==> config.mk <==
export PLATFORM = sky130hd
export DESIGN_NAME = sar_serial_ctrl
export DESIGN_NICKNAME = d
export VERILOG_FILES = /design/src/rtl/sar_pkg.sv /design/src/rtl/sar_in_sync.sv /design/src/rtl/sar_acq_timer.sv /design/src/rtl/sar_bit_step.sv /design/src/rtl/sar_serial_ctrl.sv
export SDC_FILE = /design/constraint.sdc
export NUM_CORES = 1
export LEC_CHECK = 0
export ABC_AREA = 0
export BUFFER_PORTS_ARGS = -buffer_cell sky130_fd_sc_hd__buf_2
export CORE_MARGIN = 2
export CORE_UTILIZATION = 40
export DETAILED_ROUTE_END_ITERATION = 12
export GPL_ROUTABILITY_DRIVEN = 0
export PLACE_DENSITY_LB_ADDON = 0.2
export REMOVE_ABC_BUFFERS = 1
export SLEW_MARGIN = 15
export SYNTH_ARGS = -nofsm -noshare
export SYNTH_HDL_FRONTEND = slang
export SYNTH_SLANG_ARGS = --single-unit
==> constraint.sdc <==
create_clock -name clk -period 5.7 [get_ports clk]
set_input_delay 0.285 -clock clk [delete_from_list [all_inputs] [get_ports clk]]
set_output_delay 0.285 -clock clk [all_outputs]
set_load 0.005 [all_outputs]
==> src/rtl/sar_pkg.sv <==
package sar_pkg;

    typedef enum logic [2:0] {
        ST_OFF   = 3'd0,
        ST_ACQ   = 3'd1,
        ST_READY = 3'd2,
        ST_BLOCK = 3'd3,
        ST_CONV  = 3'd4,
        ST_TRAIL = 3'd5
    } sar_state_e;

    localparam int IN_CS   = 0;
    localparam int IN_SCLK = 1;
    localparam int IN_SHDN = 2;
    localparam int IN_NUM  = 3;

endpackage

==> src/rtl/sar_in_sync.sv <==
module sar_in_sync #(
    parameter int          N       = 3,
    parameter int          STAGES  = 2,
    parameter logic [N-1:0] RST_VAL = '0
) (
    input  logic         clk,
    input  logic         rst_n,
    input  logic [N-1:0] async_i,
    output logic [N-1:0] level_o,
    output logic [N-1:0] prev_o
);

    for (genvar i = 0; i < N; i++) begin : g_bit
        logic [STAGES:0] sh_d, sh_q;

        always_comb begin
            sh_d = {sh_q[STAGES-1:0], async_i[i]};
        end

        always_ff @(posedge clk or negedge rst_n) begin
            if (!rst_n) sh_q <= {(STAGES+1){RST_VAL[i]}};
            else        sh_q <= sh_d;
        end

        assign level_o[i] = sh_q[STAGES-1];
        assign prev_o[i]  = sh_q[STAGES];
    end

endmodule

==> src/rtl/sar_acq_timer.sv <==
module sar_acq_timer #(
    parameter int CYCLES = 20
) (
    input  logic clk,
    input  logic rst_n,
    input  logic start_i,
    output logic ready_o
);

    localparam int TW = (CYCLES > 1) ? $clog2(CYCLES + 1) : 1;
    localparam logic [TW-1:0] LOAD = TW'(CYCLES - 1);

    logic [TW-1:0] cnt_d, cnt_q;

    always_comb begin
        cnt_d = cnt_q;
        if (start_i)             cnt_d = LOAD;
        else if (cnt_q != '0)    cnt_d = cnt_q - TW'(1);
    end

    always_ff @(posedge clk or negedge rst_n) begin
        if (!rst_n) cnt_q <= LOAD;
        else        cnt_q <= cnt_d;
    end

    assign ready_o = (cnt_q == '0);

endmodule

==> src/rtl/sar_bit_step.sv <==
module sar_bit_step #(
    parameter int W  = 12,
    parameter int XW = 4
) (
    input  logic [W-1:0]  code_i,
    input  logic [XW-1:0] idx_i,
    input  logic          cmp_ge_i,
    output logic [W-1:0]  code_o,
    output logic          bit_o
);

    always_comb begin
        code_o = code_i;
        for (int b = 0; b < W; b++) begin
            if (XW'(b) == idx_i)          code_o[b] = cmp_ge_i;
            if (XW'(b) + XW'(1) == idx_i) code_o[b] = 1'b1;
        end
        bit_o = cmp_ge_i;
    end

endmodule

==> src/rtl/sar_serial_ctrl.sv <==
module sar_serial_ctrl
    import sar_pkg::*;
#(
    parameter int W           = 12,
    parameter int LEAD        = 2,
    parameter int ACQ_CYCLES  = 20,
    parameter int SYNC_STAGES = 2
) (
    input  logic         clk,
    input  logic         rst_n,
    input  logic         cs_n,
    input  logic         sclk,
    input  logic         shdn_n,
    input  logic         cmp_ge,
    output logic [W-1:0] dac_code,
    output logic         hold,
    output logic         dout,
    output logic         dout_oe,
    output logic         done,
    output logic [W-1:0] result
);

    localparam int CW = $clog2(W + LEAD + 1);
    localparam logic [W-1:0]  MSB_ONLY = {1'b1, {(W-1){1'b0}}};
    localparam logic [CW-1:0] LAST_IDX = CW'(W + LEAD);

    typedef struct packed {
        sar_state_e    state;
        logic [CW-1:0] cnt;
        logic [W-1:0]  code;
        logic [W-1:0]  result;
        logic          busy;
        logic          dout;
        logic          done;
    } regs_t;

    localparam regs_t REGS_RST = '{
        state:  ST_ACQ,
        cnt:    '0,
        code:   '0,
        result: '0,
        busy:   1'b0,
        dout:   1'b0,
        done:   1'b0
    };

    // input synchronization and edges
    logic [IN_NUM-1:0] raw_in, lvl, prv;
    assign raw_in = {shdn_n, sclk, cs_n};

    sar_in_sync #(
        .N       (IN_NUM),
        .STAGES  (SYNC_STAGES),
        .RST_VAL (3'b101)
    ) u_sync (
        .clk     (clk),
        .rst_n   (rst_n),
        .async_i (raw_in),
        .level_o (lvl),
        .prev_o  (prv)
    );

    logic cs_s, cs_rise, cs_fall, sclk_rise, shdn_s, shdn_wake;
    assign cs_s      = lvl[IN_CS];
    assign cs_rise   = lvl[IN_CS] & ~prv[IN_CS];
    assign cs_fall   = ~lvl[IN_CS] & prv[IN_CS];
    assign sclk_rise = lvl[IN_SCLK] & ~prv[IN_SCLK];
    assign shdn_s    = lvl[IN_SHDN];
    assign shdn_wake = lvl[IN_SHDN] & ~prv[IN_SHDN];

    regs_t r_q, r_d;
    logic  acq_start, acq_ready;

    sar_acq_timer #(
        .CYCLES (ACQ_CYCLES)
    ) u_acq (
        .clk     (clk),
        .rst_n   (rst_n),
        .start_i (acq_start),
        .ready_o (acq_ready)
    );

    // one decision step
    logic [CW-1:0] cnt_n, idx;
    logic [W-1:0]  step_code;
    logic          step_bit;

    assign cnt_n = r_q.cnt + CW'(1);
    assign idx   = LAST_IDX - cnt_n;

    sar_bit_step #(
        .W  (W),
        .XW (CW)
    ) u_step (
        .code_i   (r_q.code),
        .idx_i    (idx),
        .cmp_ge_i (cmp_ge),
        .code_o   (step_code),
        .bit_o    (step_bit)
    );

    always_comb begin
        r_d       = r_q;
        r_d.done  = 1'b0;
        acq_start = 1'b0;
        if (!shdn_s) begin
            r_d.state = ST_OFF;
            r_d.busy  = 1'b0;
            r_d.dout  = 1'b0;
            r_d.cnt   = '0;
        end else begin
            unique case (r_q.state)
                ST_OFF: begin
                    if (shdn_wake) begin
                        r_d.state = ST_ACQ;
                        acq_start = 1'b1;
                    end
                end
                ST_ACQ: begin
                    if (cs_rise) begin
                        acq_start = 1'b1;
                    end else if (acq_ready) begin
                        r_d.state = cs_s ? ST_READY : ST_BLOCK;
                    end
                end
                ST_READY: begin
                    if (cs_fall) begin
                        r_d.state = ST_CONV;
                        r_d.busy  = 1'b1;
                        r_d.dout  = 1'b0;
                        r_d.cnt   = '0;
                        r_d.code  = MSB_ONLY;
                    end
                end
                ST_BLOCK: begin
                    if (cs_rise) begin
                        r_d.state = ST_ACQ;
                        acq_start = 1'b1;
                    end
                end
                ST_CONV, ST_TRAIL: begin
                    if (cs_rise) begin
                        r_d.state = ST_ACQ;
                        r_d.busy  = 1'b0;
                        r_d.dout  = 1'b0;
                        r_d.cnt   = '0;
                        acq_start = 1'b1;
                    end else if (sclk_rise) begin
                        if (r_q.state == ST_TRAIL) begin
                            r_d.dout = 1'b0;
                        end else begin
                            r_d.cnt = cnt_n;
                            if (cnt_n <= CW'(LEAD)) begin
                                r_d.dout = 1'b0;
                            end else begin
                                r_d.code = step_code;
                                r_d.dout = step_bit;
                                if (idx == '0) begin
                                    r_d.done   = 1'b1;
                                    r_d.result = step_code;
                                    r_d.state  = ST_TRAIL;
                                end
                            end
                        end
                    end
                end
                default: begin
                    r_d.state = ST_ACQ;
                    r_d.busy  = 1'b0;
                    acq_start = 1'b1;
                end
            endcase
        end
    end

    always_ff @(posedge clk or negedge rst_n) begin
        if (!rst_n) r_q <= REGS_RST;
        else        r_q <= r_d;
    end

    assign dac_code = r_q.code;
    assign hold     = r_q.busy;
    assign dout_oe  = r_q.busy;
    assign dout     = r_q.dout;
    assign done     = r_q.done;
    assign result   = r_q.result;

endmodule

Word-level counts from Yosys, hierarchy flattened
Cells that the tools add are included.
{ "op_classes": {"n_eq_ne": 34, "magnitude_cmp": 1, "bitwise": 11, "addsub": 3, "n_reduce_logical": 15, "n_mux": 62} }
{ "ops": {"columns": ["cell", "n"], "rows": [
  ["31-bit 2-to-1 mux", 2],
  ["24-bit 2-to-1 mux", 2],
  ["1-bit 2-to-1 mux", 38],
  ["16-bit case mux with 2 select lines", 1],
  ["3-bit inequality test (second input constant)", 7],
  ["4-bit == test (first input constant)", 5],
  ["19-bit 2-to-1 mux", 1],
  ["3-bit 2-to-1 mux", 6],
  ["3-bit by 4-bit == test with 1-bit output (first input constant)", 4],
  ["4-bit inequality test (second input constant)", 4],
  ["3-bit case mux with 5 select lines", 1],
  ["7-bit 2-to-1 mux", 2],
  ["7-bit AND reduction", 2],
  ["12-bit 2-to-1 mux", 1],
  ["2-bit inequality test (second input constant)", 6],
  ["5-bit 2-to-1 mux", 2],
  ["9-bit AND reduction", 1],
  ["2-bit by 4-bit == test with 1-bit output (first input constant)", 2],
  ["1-bit NOT", 7],
  ["3-bit by 2-bit == test with 1-bit output (second input constant)", 2],
  ["3-bit == test (second input constant)", 2],
  ["2-bit 2-to-1 mux", 3],
  ["1-bit case mux with 3 select lines", 2],
  ["3-bit AND reduction", 2],
  ["17 further kinds", 21]
]} }
{ "totals": {"input_bits": 6, "reg_bits": 48} }

Depth between registers and ports, before layout
{ "logic_depth": {"depth_word": 12, "mapped_depth": 10} }

By module
From an unflattened synthesis, not the netlist that was laid out.
{ "hier_totals": {"cells_unflattened": 262, "area_unflattened_um2": 2758.9} }
{ "by_module_without_submodules": {"columns": ["module", "cells_each", "area_each_um2", "instances", "seq_area_each_um2"], "rows": [
  ["sar_serial_ctrl", 172, 1886.8, 1, 852.1],
  ["sar_bit_step", 50, 322.8, 1, 0.0],
  ["sar_in_sync", 15, 277.8, 1, 232.7],
  ["sar_acq_timer", 25, 271.5, 1, 128.9]
]} }

Worst setup path before layout
No wires, ideal clock.
{ "synth_path": {"path_kind": "reg2reg", "startpoint": "register r_q[27] in the netlist's numbering", "endpoint": "register r_q, in the netlist result[11]", "slack_ns": 3.137, "path_stages_with_launch": 8, "t_arrival_ns": 2.437, "period_less_slack_ns": 2.563, "setup_ns": 0.125, "path_cell_list": "dfrtp_1 > ha_1 > xnor2_1 > o31ai_1 > nand3_1 > nor3_4 > buf_12 > mux2_4"} }
{ "synth_via": {"elab_chain_cells": 5, "elab_cells_between_ends": 10} }
{ "synth_rtl": {"columns": ["element", "line_no", "source"], "rows": [
  ["from (decl)", "sar_serial_ctrl.sv:71", "regs_t r_q, r_d;"],
  ["from (signal assigned)", "sar_serial_ctrl.sv:178", "else r_q <= r_d;"],
  ["4-bit by 1-bit adder with 4-bit output (*)", "sar_serial_ctrl.sv:88", "assign cnt_n = r_q.cnt + CW'(1);"],
  ["4-bit subtractor", "sar_serial_ctrl.sv:89", "assign idx = LAST_IDX - cnt_n;"],
  ["4-bit == test", "sar_bit_step.sv:15", "if (XW'(b) == idx_i) code_o[b] = cmp_ge_i;"],
  ["1-bit 2-to-1 mux", "sar_bit_step.sv:15", null],
  ["1-bit 2-to-1 mux", "sar_bit_step.sv:16", "if (XW'(b) + XW'(1) == idx_i) code_o[b] = 1'b1;"]
]} }
Every way passes the cells marked *; elsewhere a longest branch is shown, timed or not.
A chain may end at the register's enable or synchronous reset.

Worst setup path after layout
{ "layout_path": {"startpoint": "register r_q[27] in the netlist's numbering", "endpoint": "register r_q, in the netlist result[2]"} }
{ "layout_via": {"elab_chain_cells": 5, "elab_cells_between_ends": 10} }
{ "layout_rtl": {"columns": ["element", "line_no"], "rows": [
  ["4-bit by 1-bit adder with 4-bit output (*)", "sar_serial_ctrl.sv:88"],
  ["4-bit subtractor", "sar_serial_ctrl.sv:89"],
  ["2-bit by 4-bit == test with 1-bit output", "sar_bit_step.sv:15"],
  ["1-bit 2-to-1 mux", "sar_bit_step.sv:15"],
  ["1-bit 2-to-1 mux", "sar_bit_step.sv:16"]
]} }
Marked as above.

==> flow_metrics.tcl <==
set metrics [dict create \
    drc 0 \
    async_flop_share_pct 100 \
    avgViaCountPerCell 5.52 \
    period_needed_ns 3.28 \
    slowest_delay_ns 0.70 \
    die_h_um 87.4 \
    synth_top_area_share_pct 34.2 \
    cp.arrival_ns 3.46 \
    crit_slowest_cell "nor3_4" \
    max_freq_mhz 305 \
    layout_setup_ws_ns 2.42 \
    area_growth_pct 4.41 \
    worstMarginPinSlew_ns 0.956 \
    n_antenna_cell 0 \
    syn_area_um2 2780 \
    clk_pin_slew_ns 0.09 \
    violations "negative hold slack" \
    synth_top_area_cell "dfrtp_1" \
    ant_nets 0 \
    syn_inst 277 \
    n_fill_cell 661 \
    yosys_most_used_dff "dfrtp_1" \
    setup_viol 0 \
    finalHoldViolCount 23 \
    post_cts_buffers 0 \
    clock-sinks 48 \
    grt_first_pass_wirelength_mm 9.80 \
    fp-row-count 30 \
    syn_avg_cell_area_um2 10.0 \
    grt_start_max_net_pins 49 \
    num-nets-final 292 \
    port_buffers 33 \
    tns_ns 0 \
    worst_setup_path_start_kind "flop" \
    slew_headroom_pct 36.0 \
    hold_path_class "in -> async" \
    path_cells "ha_1 -> xnor2_1 -> o31ai_1 -> nand3_1 -> nor3_4 -> mux2_2" \
    drv_cap 0 \
    pwr_density_cell_nw_per_um2 307 \
    overflow 0 \
    die_area_um2 7640 \
    r2r-start "r_q[27]" \
    reg2regPathDepth 6 \
    critPathKind "reg -> reg" \
    cts_buffers 5 \
    leakage_nw 1.31 \
    critPathMaxFanout 13 \
    hold_buffers 0 \
    vias 1988 \
    ys_seq_area_share_pct 43.6 \
    ys_top_cells_by_count "dfrtp_1, buf_4, nand2_1" \
    cts_max_path_buffers 2 \
    hpwlAfterDp_mm 3.93 \
    ys_warn_count 0 \
    antenna_found_initial 0 \
    slew_viol_final 0 \
    pre_cts_ws_ns 2.44 \
    io_pins 34 \
    drive_above_1_share_pct 23.2 \
    rsz0062_at_grt "no" \
    synthTopCellsByArea "dfrtp_1, dfstp_2, buf_4, mux2_4, nand2_1" \
    worstPathRequired_ns 5.88 \
    grt_use_total_pct 16.2 \
    cts_resized 0 \
    cts_tree "done" \
    finalCritPeriodShare_pct 57.5 \
    whs_ns -0.0286 \
    cts_root_buf "clkbuf_8" \
    routed_wl_mm 5.58 \
    drtPass1Iterations 4 \
    clock_latency_ns 0.31 \
    clock_skew_ns 0.0124 \
    synth_enable_flop_cells 0 \
    htree_levels 2 \
    start_util_pct 41.2 \
    drt-initial-drc-count 91 \
    status "complete, but fails checks" \
    dieWidth_um 87.4 \
    synth.distinct_cells 63 \
    ff2ff_setup_slack_ns 2.42 \
    wl_per_cell_um 15.5 \
    regArea_um2 1210 \
    grt_pass1_vias 2044 \
    vdd_drop_max_v 0.000132 \
    yosysMostFrequentCell "dfrtp_1" \
    reg2reg_to "result[2]" \
    coreArea_um2 6760 \
    multi_input_area_um2 1240 \
    ys_seq_elements 48 \
    cp-end-kind "flop" \
]
## area by class of cell
cell class                 instances  share of cell area (%)
sequential                        48                    41.8
multi-input combinational        175                    42.7
inverter                          16                    2.07
clock buffer                       6                    2.84
tap                               80                    3.45
timing repair buffer              33                    5.77
clock inverter                     2                    1.34
## flip-flops by register name, indices dropped and copies added, names as in the netlist
register / flops
dac_code: 12
result: 12
u_sync.g_bit.sh_q: 9
r_q: 7
u_acq.cnt_q: 5
done: 1
dout: 1
dout_oe: 1
## how the worst max path moves through the flow
stage,from,endpoint,cells after the start
after global routing,r_q[27],result[2],6
after floorplan,r_q[27],result[0],6
after detailed placement,r_q[27],result[2],6
after global placement,r_q[27],result[2],6
after CTS,r_q[27],result[2],6
final,r_q[27],result[2],6
## logic make-up (layout without fill, tap and decap cells)
kind of cell               count (synthesis)  after routing  share of synthesized area [%]
xor gates and xnor gates                   6              6                           1.89
muxes                                     13             13                           5.94
adders and majority gates                  8              8                           3.51
DFF                                       48             48                           43.6
and+or+nand+nor                           79             79                           16.1
AOI/OAI and AO/OA                         69             69                           17.2
buffers and inverters                     54             57                           11.7
## metal layers
| metal | GRT usage (%) | share of wire, % | vias to the layer above |
|---|---|---|---|
| met2 | 25.2 | 46 | 41 |
| met3 | 3.32 | 4.0 | 4 |
| met5 | 0 | 0 | - |
| met4 | 4.48 | 0.86 | 0 |
| li1 | - | - | 983 |
| met1 | 23.0 | 49 | 960 |
## stage by stage
stage | cells | total power, mW | utilization [%] | cell area, um^2 | hold WS [ns]
3_3_place_gp | 352 | 0.636 | 41.1 | 2780 | 0.341
2_1_floorplan | 239 | 0.573 | - | 2510 | -0.0106
4_1_cts | 360 | 0.903 | 42.9 | 2900 | 0.0571
6_report | 360 | 0.890 | 43.0 | 2900 | -0.0286
5_1_grt | 360 | 0.954 | 43.0 | 2900 | 0.0363
3_5_place_dp | 352 | 0.639 | 41.1 | 2780 | 0.339
## worst max-delay path: cells and delay by family (launching register included)
kind | cells | cell delay [ns]
and+or+nand+nor | 2 | 1.06
adders and majority gates | 1 | 0.31
DFF | 1 | 0.50
xor gates and xnor gates | 1 | 0.25
AOI/OAI and AO/OA | 1 | 0.62
muxes | 1 | 0.42
## power breakdown
| group | leakage [nW] | internal [mW] | total, mW | switching, mW |
|---|---|---|---|---|
| sequential | 0.567 | 0.396 | 0.456 | 0.0601 |
| combinational | 0.680 | 0.0854 | 0.176 | 0.0904 |
| clock | 0.0614 | 0.143 | 0.259 | 0.115 |
## layout by cell type (no fill, tap or decap), types with 3 or more instances in the layout
cell type / Yosys / final
and3_1: 3 / 3
buf_2: 1 / 32
nor2_1: 13 / 13
o21ai_0: 14 / 14
nor3_1: 5 / 5
a31oi_1: 8 / 8
inv_1: 16 / 16
a22o_1: 3 / 3
o31ai_1: 4 / 4
o221ai_1: 3 / 3
a21oi_1: 10 / 10
nor2b_1: 3 / 3
dfrtp_1: 38 / 38
mux2i_1: 3 / 3
nand2_1: 24 / 24
o311ai_0: 3 / 3
dfstp_2: 10 / 10
xnor2_1: 4 / 4
ha_1: 7 / 7
o211ai_1: 5 / 5
mux2_2: 4 / 4
nand2b_1: 5 / 5
nand3_1: 3 / 3
mux2_4: 6 / 6
clkbuf_8: 0 / 6
nor4b_1: 3 / 3
No activity file was read; power rests on OpenSTA's default activity.
